[src/rtl/useq_pkg.sv]
`timescale 1ns/1ps
package useq_pkg;
  localparam int UOP_W_DEF = 15;
  localparam int UPC_W_DEF = 6;
  localparam int OPC_W_DEF = 5;

  typedef struct packed {
    logic clrSeq;
    logic ldSeq;
  } seqStrobe_t;
endpackage

[src/rtl/useq_decode.sv]
`timescale 1ns/1ps
module useq_decode #(
  parameter int OPC_W = useq_pkg::OPC_W_DEF,
  parameter int UPC_W = useq_pkg::UPC_W_DEF
) (
  input  logic [OPC_W-1:0] opcode,
  output logic [UPC_W-1:0] startAddr
);
  localparam int LAST_OPC  = 12;
  localparam int ALU_SHIFT = 7;
  localparam int NOP_ADDR  = 1;

  always_comb begin
    case (opcode)
      OPC_W'(0): startAddr = UPC_W'(1);
      OPC_W'(1): startAddr = UPC_W'(2);
      OPC_W'(2): startAddr = UPC_W'(3);
      OPC_W'(3): startAddr = UPC_W'(5);
      default: begin
        if (int'(opcode) <= LAST_OPC)
          startAddr = UPC_W'(int'(opcode) + ALU_SHIFT);
        else
          startAddr = UPC_W'(NOP_ADDR);
      end
    endcase
  end
endmodule

[src/rtl/useq_store.sv]
`timescale 1ns/1ps
module useq_store #(
  parameter int UPC_W = useq_pkg::UPC_W_DEF,
  parameter int UOP_W = useq_pkg::UOP_W_DEF
) (
  input  logic [UPC_W-1:0] uAddr,
  output logic [UOP_W-1:0] uop
);
  localparam int DEPTH = 1 << UPC_W;

  function automatic logic [UOP_W-1:0] romWord(input int a);
    logic [14:0] w;
    case (a)
      0:  w = 15'b011010100000000;
      1:  w = 15'b100000000000000;
      2:  w = 15'b101010100010000;
      3:  w = 15'b001010101000000;
      4:  w = 15'b101000000110000;
      5:  w = 15'b001010101000000;
      6:  w = 15'b000000010100000;
      7:  w = 15'b000100010100000;
      8:  w = 15'b001100010100000;
      9:  w = 15'b000100010100000;
      10: w = 15'b100000010100000;
      19: w = 15'b001010101000000;
      20: w = 15'b100001000100000;
      default: begin
        if (a >= 11 && a <= 18)
          w = 15'b100000000001000 | 15'(a - 11);
        else
          w = 15'b100000000000000;
      end
    endcase
    return UOP_W'(w);
  endfunction

  logic [UOP_W-1:0] romTable [DEPTH];

  for (genvar i = 0; i < DEPTH; i++) begin : g_rom
    assign romTable[i] = romWord(i);
  end

  assign uop = romTable[uAddr];
endmodule

[src/rtl/useq_path.sv]
`timescale 1ns/1ps
module useq_path #(
  parameter int OPC_W = useq_pkg::OPC_W_DEF,
  parameter int UPC_W = useq_pkg::UPC_W_DEF,
  parameter int UOP_W = useq_pkg::UOP_W_DEF
) (
  input  logic [UPC_W-1:0]      uAddr,
  input  logic [OPC_W-1:0]      opcode,
  output logic [UOP_W-1:0]      uop,
  output logic [UPC_W-1:0]      startAddr,
  output useq_pkg::seqStrobe_t  strb
);
  localparam int CLR_BIT = UOP_W - 1;
  localparam int LD_BIT  = UOP_W - 2;

  useq_store #(.UPC_W(UPC_W), .UOP_W(UOP_W)) u_store (
    .uAddr (uAddr),
    .uop   (uop)
  );

  useq_decode #(.OPC_W(OPC_W), .UPC_W(UPC_W)) u_dec (
    .opcode    (opcode),
    .startAddr (startAddr)
  );

  assign strb.clrSeq = uop[CLR_BIT];
  assign strb.ldSeq  = uop[LD_BIT];
endmodule

[src/rtl/useq_ctrl.sv]
`timescale 1ns/1ps
module useq_ctrl #(
  parameter int UPC_W = useq_pkg::UPC_W_DEF
) (
  input  logic                 clk,
  input  logic                 rst,
  input  useq_pkg::seqStrobe_t strb,
  input  logic [UPC_W-1:0]     startAddr,
  output logic [UPC_W-1:0]     uPC
);
  always_ff @(posedge clk) begin
    if (rst || strb.clrSeq)
      uPC <= '0;
    else if (strb.ldSeq)
      uPC <= startAddr;
    else
      uPC <= uPC + UPC_W'(1);
  end
endmodule

[src/rtl/useq_top.sv]
`timescale 1ns/1ps
module useq_top #(
  parameter int OPC_W = useq_pkg::OPC_W_DEF,
  parameter int UPC_W = useq_pkg::UPC_W_DEF,
  parameter int UOP_W = useq_pkg::UOP_W_DEF
) (
  input  logic             clk,
  input  logic             rst,
  input  logic [OPC_W-1:0] busLow,
  output logic [UPC_W-1:0] uAddr,
  output logic [UOP_W-1:0] uop
);
  useq_pkg::seqStrobe_t strb;
  logic [UPC_W-1:0]     startAddr;

  useq_path #(.OPC_W(OPC_W), .UPC_W(UPC_W), .UOP_W(UOP_W)) u_path (
    .uAddr     (uAddr),
    .opcode    (busLow),
    .uop       (uop),
    .startAddr (startAddr),
    .strb      (strb)
  );

  useq_ctrl #(.UPC_W(UPC_W)) u_ctrl (
    .clk       (clk),
    .rst       (rst),
    .strb      (strb),
    .startAddr (startAddr),
    .uPC       (uAddr)
  );
endmodule

[config.mk]
export PLATFORM = sky130hd
export DESIGN_NAME = useq_top
export DESIGN_NICKNAME = d
export VERILOG_FILES = /design/src/rtl/useq_pkg.sv /design/src/rtl/useq_decode.sv /design/src/rtl/useq_store.sv /design/src/rtl/useq_path.sv /design/src/rtl/useq_ctrl.sv /design/src/rtl/useq_top.sv
export SDC_FILE = /design/constraint.sdc
export NUM_CORES = 1
export LEC_CHECK = 0
export CAP_MARGIN = 40
export CORE_UTILIZATION = 43
export CTS_CLUSTER_SIZE = 20
export DETAILED_ROUTE_END_ITERATION = 7
export GPL_TIMING_DRIVEN = 0
export PLACE_DENSITY = 0.72
export SETUP_SLACK_MARGIN = 0.3
export SLEW_MARGIN = 5
export SYNTH_ARGS = -nofsm -noshare
export SYNTH_HDL_FRONTEND = slang
export SYNTH_SLANG_ARGS = --single-unit
[constraint.sdc]
create_clock -name clk -period 2.6 [get_ports clk]
set_clock_uncertainty 0.2 [all_clocks]
set_input_delay 0.52 -clock clk [delete_from_list [all_inputs] [get_ports clk]]
set_output_delay 0.52 -clock clk [all_outputs]
set_load 0.05 [all_outputs]
==> results of run 1 <==
## where the power goes
group          leakage, nW  switching, mW  total, mW  internal, mW
combinational        0.643          0.204      0.353         0.149
clock               0.0150         0.0445      0.103        0.0588
sequential          0.0526        0.00821      0.106        0.0976
total                0.711          0.257      0.562         0.305
## worst max-delay path: cells and delay by family (launching register included)
kind,cells,cell delay [ns]
AOI/OAI and AO/OA,2,0.33
adders and majority gates,1,0.15
DFF,1,0.39
and+or+nand+nor,1,0.06
buffers and inverters,4,0.56
## synth_stat cells
master     number
a211o_1         1
a211oi_1        2
a21boi_2        1
a21o_1          1
a21oi_1         9
a31oi_1         1
and2_1          2
and4b_1         1
buf_2           4
buf_4           1
buf_6           1
clkbuf_1        1
conb_1          1
dfxtp_1         6
ha_1           15
inv_1           9
mux2_2          1
mux2i_1         1
nand2_1         5
nand2b_1        4
nand3_1         3
nand3b_1        3
nor2_1         12
nor2b_1         3
nor3_1          6
nor3b_1         1
nor3b_4         1
nor4_1          1
o2111ai_1       1
o21a_1          2
o21ai_0         7
o221ai_1        1
o22ai_1         1
o311a_1         1
o311a_2         1
o31ai_1         3
or3_4           1
xnor2_1         1
xor2_1          1
## final cells by class
class                      count  area (sq um)  area share (%)
multi-input combinational     95           855            53.7
inverter                       9          46.3            2.91
sequential                     6           138            8.65
clock buffer                   4          26.3            1.65
timing repair buffer          41           414            26.0
buffer                         7          80.1            5.04
tap                           25          31.3            1.97
## layer usage
layer	global-route usage (%)	vias to the layer above
met5	0	-
met3	6.92	10
li1	-	507
met1	32.4	520
met2	48.8	54
met4	12.6	0
## worst min-delay path by stage
stage | slack, ns | startpoint | endpoint
floorplan | 0.48 | busLow[4] | u_ctrl.uPC[2]
global placement | 0.44 | u_ctrl.uPC[2] | u_ctrl.uPC[4]
detailed placement | 0.43 | u_ctrl.uPC[2] | u_ctrl.uPC[4]
CTS | 0.44 | u_ctrl.uPC[0] | u_ctrl.uPC[0]
global route | 0.47 | u_ctrl.uPC[0] | u_ctrl.uPC[0]
finish | 0.46 | u_ctrl.uPC[0] | u_ctrl.uPC[0]
## cell usage in the layout, fill, tap and decap left out, types with 2 or more instances in the layout
cell type and count:
buf_4 16, buf_6 12, nor2_1 10, ha_1 10
o21ai_0 6, clkdlybuf4s50_1 6, ha_4 5, dlymetal6s2s_1 5
nand2b_1 4, nand2_1 4, a21oi_2 4, a21oi_1 4
inv_1 4, clkbuf_4 4, dfxtp_4 4, nand3b_1 3
nor2b_1 3, o31ai_1 3, nor3_1 3, nand3_1 3
buf_8 3, inv_2 2, buf_12 2, clkinvlp_4 2
nor3_2 2, o21a_2 2, buf_2 2, a211oi_1 2
dfxtp_2 2
## through the flow
step           utilization [%]  instance area (sq um)  TNS, ns  setup WS (ns)  hold slack, ns
2_1_floorplan                -                    963        0         0.0537           0.482
3_3_place_gp              68.9                   1250    -3.15         -0.476           0.435
3_5_place_dp              68.9                   1250    -3.67         -0.535           0.434
4_1_cts                   79.2                   1440        0          0.163           0.440
5_1_grt                   87.4                   1590        0         0.0588           0.472
6_report                  87.4                   1590        0          0.123           0.455
## timing repair
action	4_1_cts	5_1_grt
endpoints found under the setup margin	15	20
pin swaps	6	7
setup buffers	10	5
resized for setup	118	27
## kinds of logic (layout without fill, tap and decap cells)
group	count (synthesis)	count (layout)	synth area share, %
compound gates	32	32	24.0
xor+xnor	2	2	1.99
fa+ha+maj	15	15	21.3
buf+inv	16	61	8.68
flops	6	6	13.7
mux	2	2	2.42
other cells	1	1	0.426
simple gates	43	43	27.5
==> out/qor.yml, run 1 <==
cts_tree: "done"
grt_pass1_wl_um: 4350
maxUsedRoutingLayer: "met4"
cts-hold-fix-buffers: 0
maxSlewHeadroom_pct: 65.9
crit_type: "register to primary output"
fin_crit_sh_pct: 95.3
cts-root-buf: "clkbuf_4"
grt_usage_pct: 28.2
synth_nets: 139
startpoint: "u_ctrl.uPC[1]"
antenna_found_initial: 0
p_leak_nw: 0.711
rows: 15
pwr_density_cell_nw_per_um2: 353
reg2reg_depth: 6
fillCellCount: 84
fp.dieArea_sq_um: 2230
final_layout_size_suffix_gt1_share_pct: 48.8
die_w_um: 47.2
clkTransAtPathRegs_ns: 0.06
drc_errors: 0
tightest_slew_ns: 0.510
start_util_pct: 48.3
status: "complete, no violations"
grt_overflow_total: 0
core_area_sq_um: 1820
area_growth_syn_to_layout_pct: 80.8
finalSetupViolCount: 0
rsz0062_at_grt: "yes"
endpoint_kind: "primary output"
gp_congestion: 0.883
drt-met1-wl_um: 1360
wl_met3_um: 211
nets: 185
crit_end: "uop[10]"
top_register: "u_ctrl.uPC"
critPathMaxStageDelay_ns: 0.39
met2_length_um: 1650
synthDistinctLibCells: 39
synth_cells: 117
clock.fmax_ghz: 0.404
dp_hpwl_um: 1920
ant_nets: 0
hold_path.class: "register to register"
hold_viol: 0
netlist_top_cells_area: "ha_1 (21%), dfxtp_1 (14%), a21oi_1 (5.1%)"
cp.required_ns: 1.88
crit_path_start_kind: "register"
power.total_uw: 562
chipHeight_um: 47.2
syn-cell-area_sq_um: 880
instances_no_fill: 187
wl_per_cell_um: 17.7
htreeDepth: 1
grt_max_degree: 11
worst-path-max-fanout: 4
layout_min_cycle_time_ns: 2.48
numCtsBuffers: 3
seq_area_frac_synth_pct: 13.7
arrival_ns: 1.76
place_inst: 168
rr_endpoint: "u_ctrl.uPC[2]"
post_drt_via_cell_ratio: 5.83
min_path_cells: 3
cp_cell_sequence: "clkinvlp_4, buf_4, ha_4, a21oi_2, nor2_1, o21a_2, buf_6, buf_8"
n_antenna_cell: 0
synth_top_area_share_pct: 21.3
io_pins: 28
drtPass1Iterations: 4
port_buffers: 26
wl_um: 3320
cts_num_sinks: 6
largest_reg_flops: 6
cp_slowest_cell: "dfxtp_4"
synth.largest_area_cell: "ha_1"
rrSetupSlack_ns: 0.53
num_vias: 1091
worstReg2RegStart: "u_ctrl.uPC[1]"
finalMaxSlewViolations: 0
syn_avg_cell_area_sq_um: 7.52
drv_cap: 0
yosysWarnings: 0
cts_buffer_depth: 2
clk_latency_ns: 0.27
drtIter0Drc: 40
ir_drop_uv: 308
reg_top3: "u_ctrl.uPC: 6 flops"
ys_ff_latch: 6
grt_pass1_vias: 982
No activity file was read; power rests on OpenSTA's default activity.
==> run 2, diff against run 1 <==
--- a/config.mk
+++ b/config.mk
@@ -5,12 +5,13 @@
 export SDC_FILE = /design/constraint.sdc
 export NUM_CORES = 1
 export LEC_CHECK = 0
+export ABC_AREA = 1
 export CAP_MARGIN = 40
 export CORE_UTILIZATION = 43
 export CTS_CLUSTER_SIZE = 20
 export DETAILED_ROUTE_END_ITERATION = 7
 export GPL_TIMING_DRIVEN = 0
-export PLACE_DENSITY = 0.72
+export PLACE_DENSITY = 0.7
 export SETUP_SLACK_MARGIN = 0.3
 export SLEW_MARGIN = 5
 export SYNTH_ARGS = -nofsm -noshare
==> run 2 against run 1 <==
Non-clock buffer count down 4; count of clock-buffer cells in the layout fell by 1; final cell count grew 17%; critical endpoint unchanged; worst setup slack better by 0.12 ns; first-iteration DRC count shrank 68%.
==> out/qor.yml, run 2 <==
grt_usage_pct: 22.9
ant_nets: 0
met2_length_um: 1420
rsz0062_at_grt: "yes"
final_layout_size_suffix_gt1_share_pct: 42.1
syn-cell-area_sq_um: 998
drtPass1Iterations: 4
ir_drop_uv: 287
grt_pass1_wl_um: 4330
largest_reg_flops: 6
synth_most_common_cell: "nand2_1"
cts-hold-fix-buffers: 0
clkTransAtPathRegs_ns: 0.04
rrSetupSlack_ns: 0.95
finalMaxSlewViolations: 0
fin_crit_sh_pct: 90.6
hp-start: "u_ctrl.uPC[0]"
cts-root-buf: "clkbuf_4"
top_register: "u_ctrl.uPC"
reg_top3: "u_ctrl.uPC: 6 flops"
seq_area_frac_synth_pct: 12.0
synth-xor-area-share_pct: 1.75
swShare_pct: 48.1
wl_um: 2660
p_comb_share_pct: 66.4
cts_tree: "done"
rows: 17
drt-met1-wl_um: 1050
worstReg2RegStart: "u_ctrl.uPC[0]"
area_growth_syn_to_layout_pct: 55.4
pwr_density_cell_nw_per_um2: 373
synth_common_cells: "nand2_1 (31), inv_1 (26), ha_1 (15)"
power.total_uw: 579
critPathMaxStageDelay_ns: 0.35
die_w_um: 50.2
start_util_pct: 45.6
synth_top_family_by_area: "simple AND/OR/NAND/NOR gates"
min_path_cells: 4
min_to: "u_ctrl.uPC[0]"
cts_num_sinks: 6
synthAdderAreaFrac_pct: 18.8
status: "complete, no violations"
clock.fmax_ghz: 0.425
post_drt_via_cell_ratio: 5.00
fillCellCount: 182
synth.area.mux_share_pct: 0
post-place-ws_ns: -0.203
antenna_found_initial: 0
synth_cells: 147
finalSetupViolCount: 0
place_inst: 202
path_buf_inv: 5
grt_pass1_vias: 1026
synth_nets: 169
maxUsedRoutingLayer: "met4"
p_leak_nw: 0.736
wl_per_cell_um: 12.2
intPower_uw: 300
num_vias: 1089
final_cell_mix: "nand2_1 (30), inv_1 (23), buf_4 (18), clkdlybuf4s50_1 (11), ha_1 (10)"
ys_ff_latch: 6
power_frac_clock_pct: 14.8
synth-compound-area-share_pct: 17.4
core_area_sq_um: 2190
drtIter0Drc: 13
hold_viol: 0
p_seq_share_pct: 18.8
cp.required_ns: 1.88
layout_min_cycle_time_ns: 2.35
instances_no_fill: 218
nets: 214
syn_avg_cell_area_sq_um: 6.79
crit_family: "buffers and inverters"
n_antenna_cell: 0
arrival_ns: 1.63
gp_congestion: 0.841
rr_endpoint: "u_ctrl.uPC[2]"
cp_cell_sequence: "buf_8, clkinvlp_4, buf_6, o21ai_4, a21oi_2, o21a_4, buf_6, buf_8"
drc_errors: 0
switchingPower_uw: 278
synthDistinctLibCells: 32
numCtsBuffers: 3
crit_type: "register to primary output"
reg2reg_depth: 6
cp_slowest_cell: "dfxtp_2"
dp_hpwl_um: 1860
htreeDepth: 1
holdWs_ns: 0.439
synth.largest_area_cell: "ha_1"
wl_met3_um: 77
synth_top_area_share_pct: 18.8
cts_buffer_depth: 2
netlist_top_cells_area: "ha_1 (19%), dfxtp_1 (12%), nand2_1 (12%)"
io_pins: 28
grt_overflow_total: 0
clk_latency_ns: 0.25
yosysWarnings: 0
grt_max_degree: 11
drv_cap: 0
hold_path.class: "register to register"
final_common_cell: "nand2_1"
fin_ws_ns: 0.245
port_buffers: 27
yosys.area_share.simple_pct: 35.0
crit_path_start_kind: "register"
endpoint_kind: "primary output"
synthFlopType: "dfxtp_1"
fp.dieArea_sq_um: 2520
async_flop_share_pct: 0
synth_edf_count: 0
chipHeight_um: 50.2
worst-path-max-fanout: 6
## run 2: area by class of cell
| cell class | instances | area (sq um) | area share (%) |
|---|---|---|---|
| multi-input combinational | 109 | 858 | 55.3 |
| timing repair buffer | 40 | 349 | 22.5 |
| sequential | 6 | 129 | 8.31 |
| inverter | 28 | 109 | 7.02 |
| buffer | 4 | 48.8 | 3.15 |
| tap | 28 | 35.0 | 2.26 |
| clock buffer | 3 | 22.5 | 1.45 |
## run 2: power by group through the flow
stage                     combinational [mW]  sequential [mW]  clock (mW)
final                                  0.384            0.109      0.0857
after CTS                              0.359            0.110      0.0895
after detailed placement               0.328            0.112           0
after global routing                   0.414            0.109      0.0956
after global placement                 0.326            0.111           0
after floorplan                        0.223            0.132           0
## run 2: stage by stage
| step | area (sq um) | utilization, % | setup TNS (ns) |
|---|---|---|---|
| 4_1_cts | 1500 | 68.6 | 0 |
| 2_1_floorplan | 1070 | - | 0 |
| 5_1_grt | 1550 | 70.8 | 0 |
| 6_report | 1550 | 70.8 | 0 |
| 3_3_place_gp | 1370 | 62.7 | -0.995 |
| 3_5_place_dp | 1370 | 62.7 | -1.11 |
## run 2: repair_timing
action,CTS,global route
setup buffers,8,5
resized for setup,100,20
setup endpoints to repair,15,15
pin swaps,5,3
## run 2: tightest hold or removal path, delay by kind of cell, from the launching register on
kind	cells	cell delay, ns
flops	1	0.36
simple gates	3	0.14
buf+inv	1	0.11
## run 2: how the worst max path moves through the flow
stage,startpoint,to,cells after the start
after global placement,u_ctrl.uPC[0],uop[5],6
after CTS,u_ctrl.uPC[0],uop[5],6
final,u_ctrl.uPC[2],uop[10],8
after floorplan,u_ctrl.uPC[0],uop[1],4
after detailed placement,u_ctrl.uPC[0],uop[5],6
after global routing,u_ctrl.uPC[2],uop[10],8
## run 2: logic make-up (layout without fill, tap and decap cells)
logic type               count (synthesis)  after routing
AO/OA/AOI/OAI                           27             27
buffers and inverters                   32             75
flip-flops                               6              6
AND/OR/NAND/NOR                         64             64
adder cells (fa/ha/maj)                 15             15
other                                    1              1
XOR/XNOR                                 2              2
## run 2: layer usage
| layer | up-vias | global-route usage [%] |
|---|---|---|
| li1 | 546 | - |
| met1 | 495 | 22.8 |
| met2 | 36 | 42.7 |
| met3 | 12 | 2.73 |
| met4 | 0 | 17.1 |
| met5 | - | 0 |
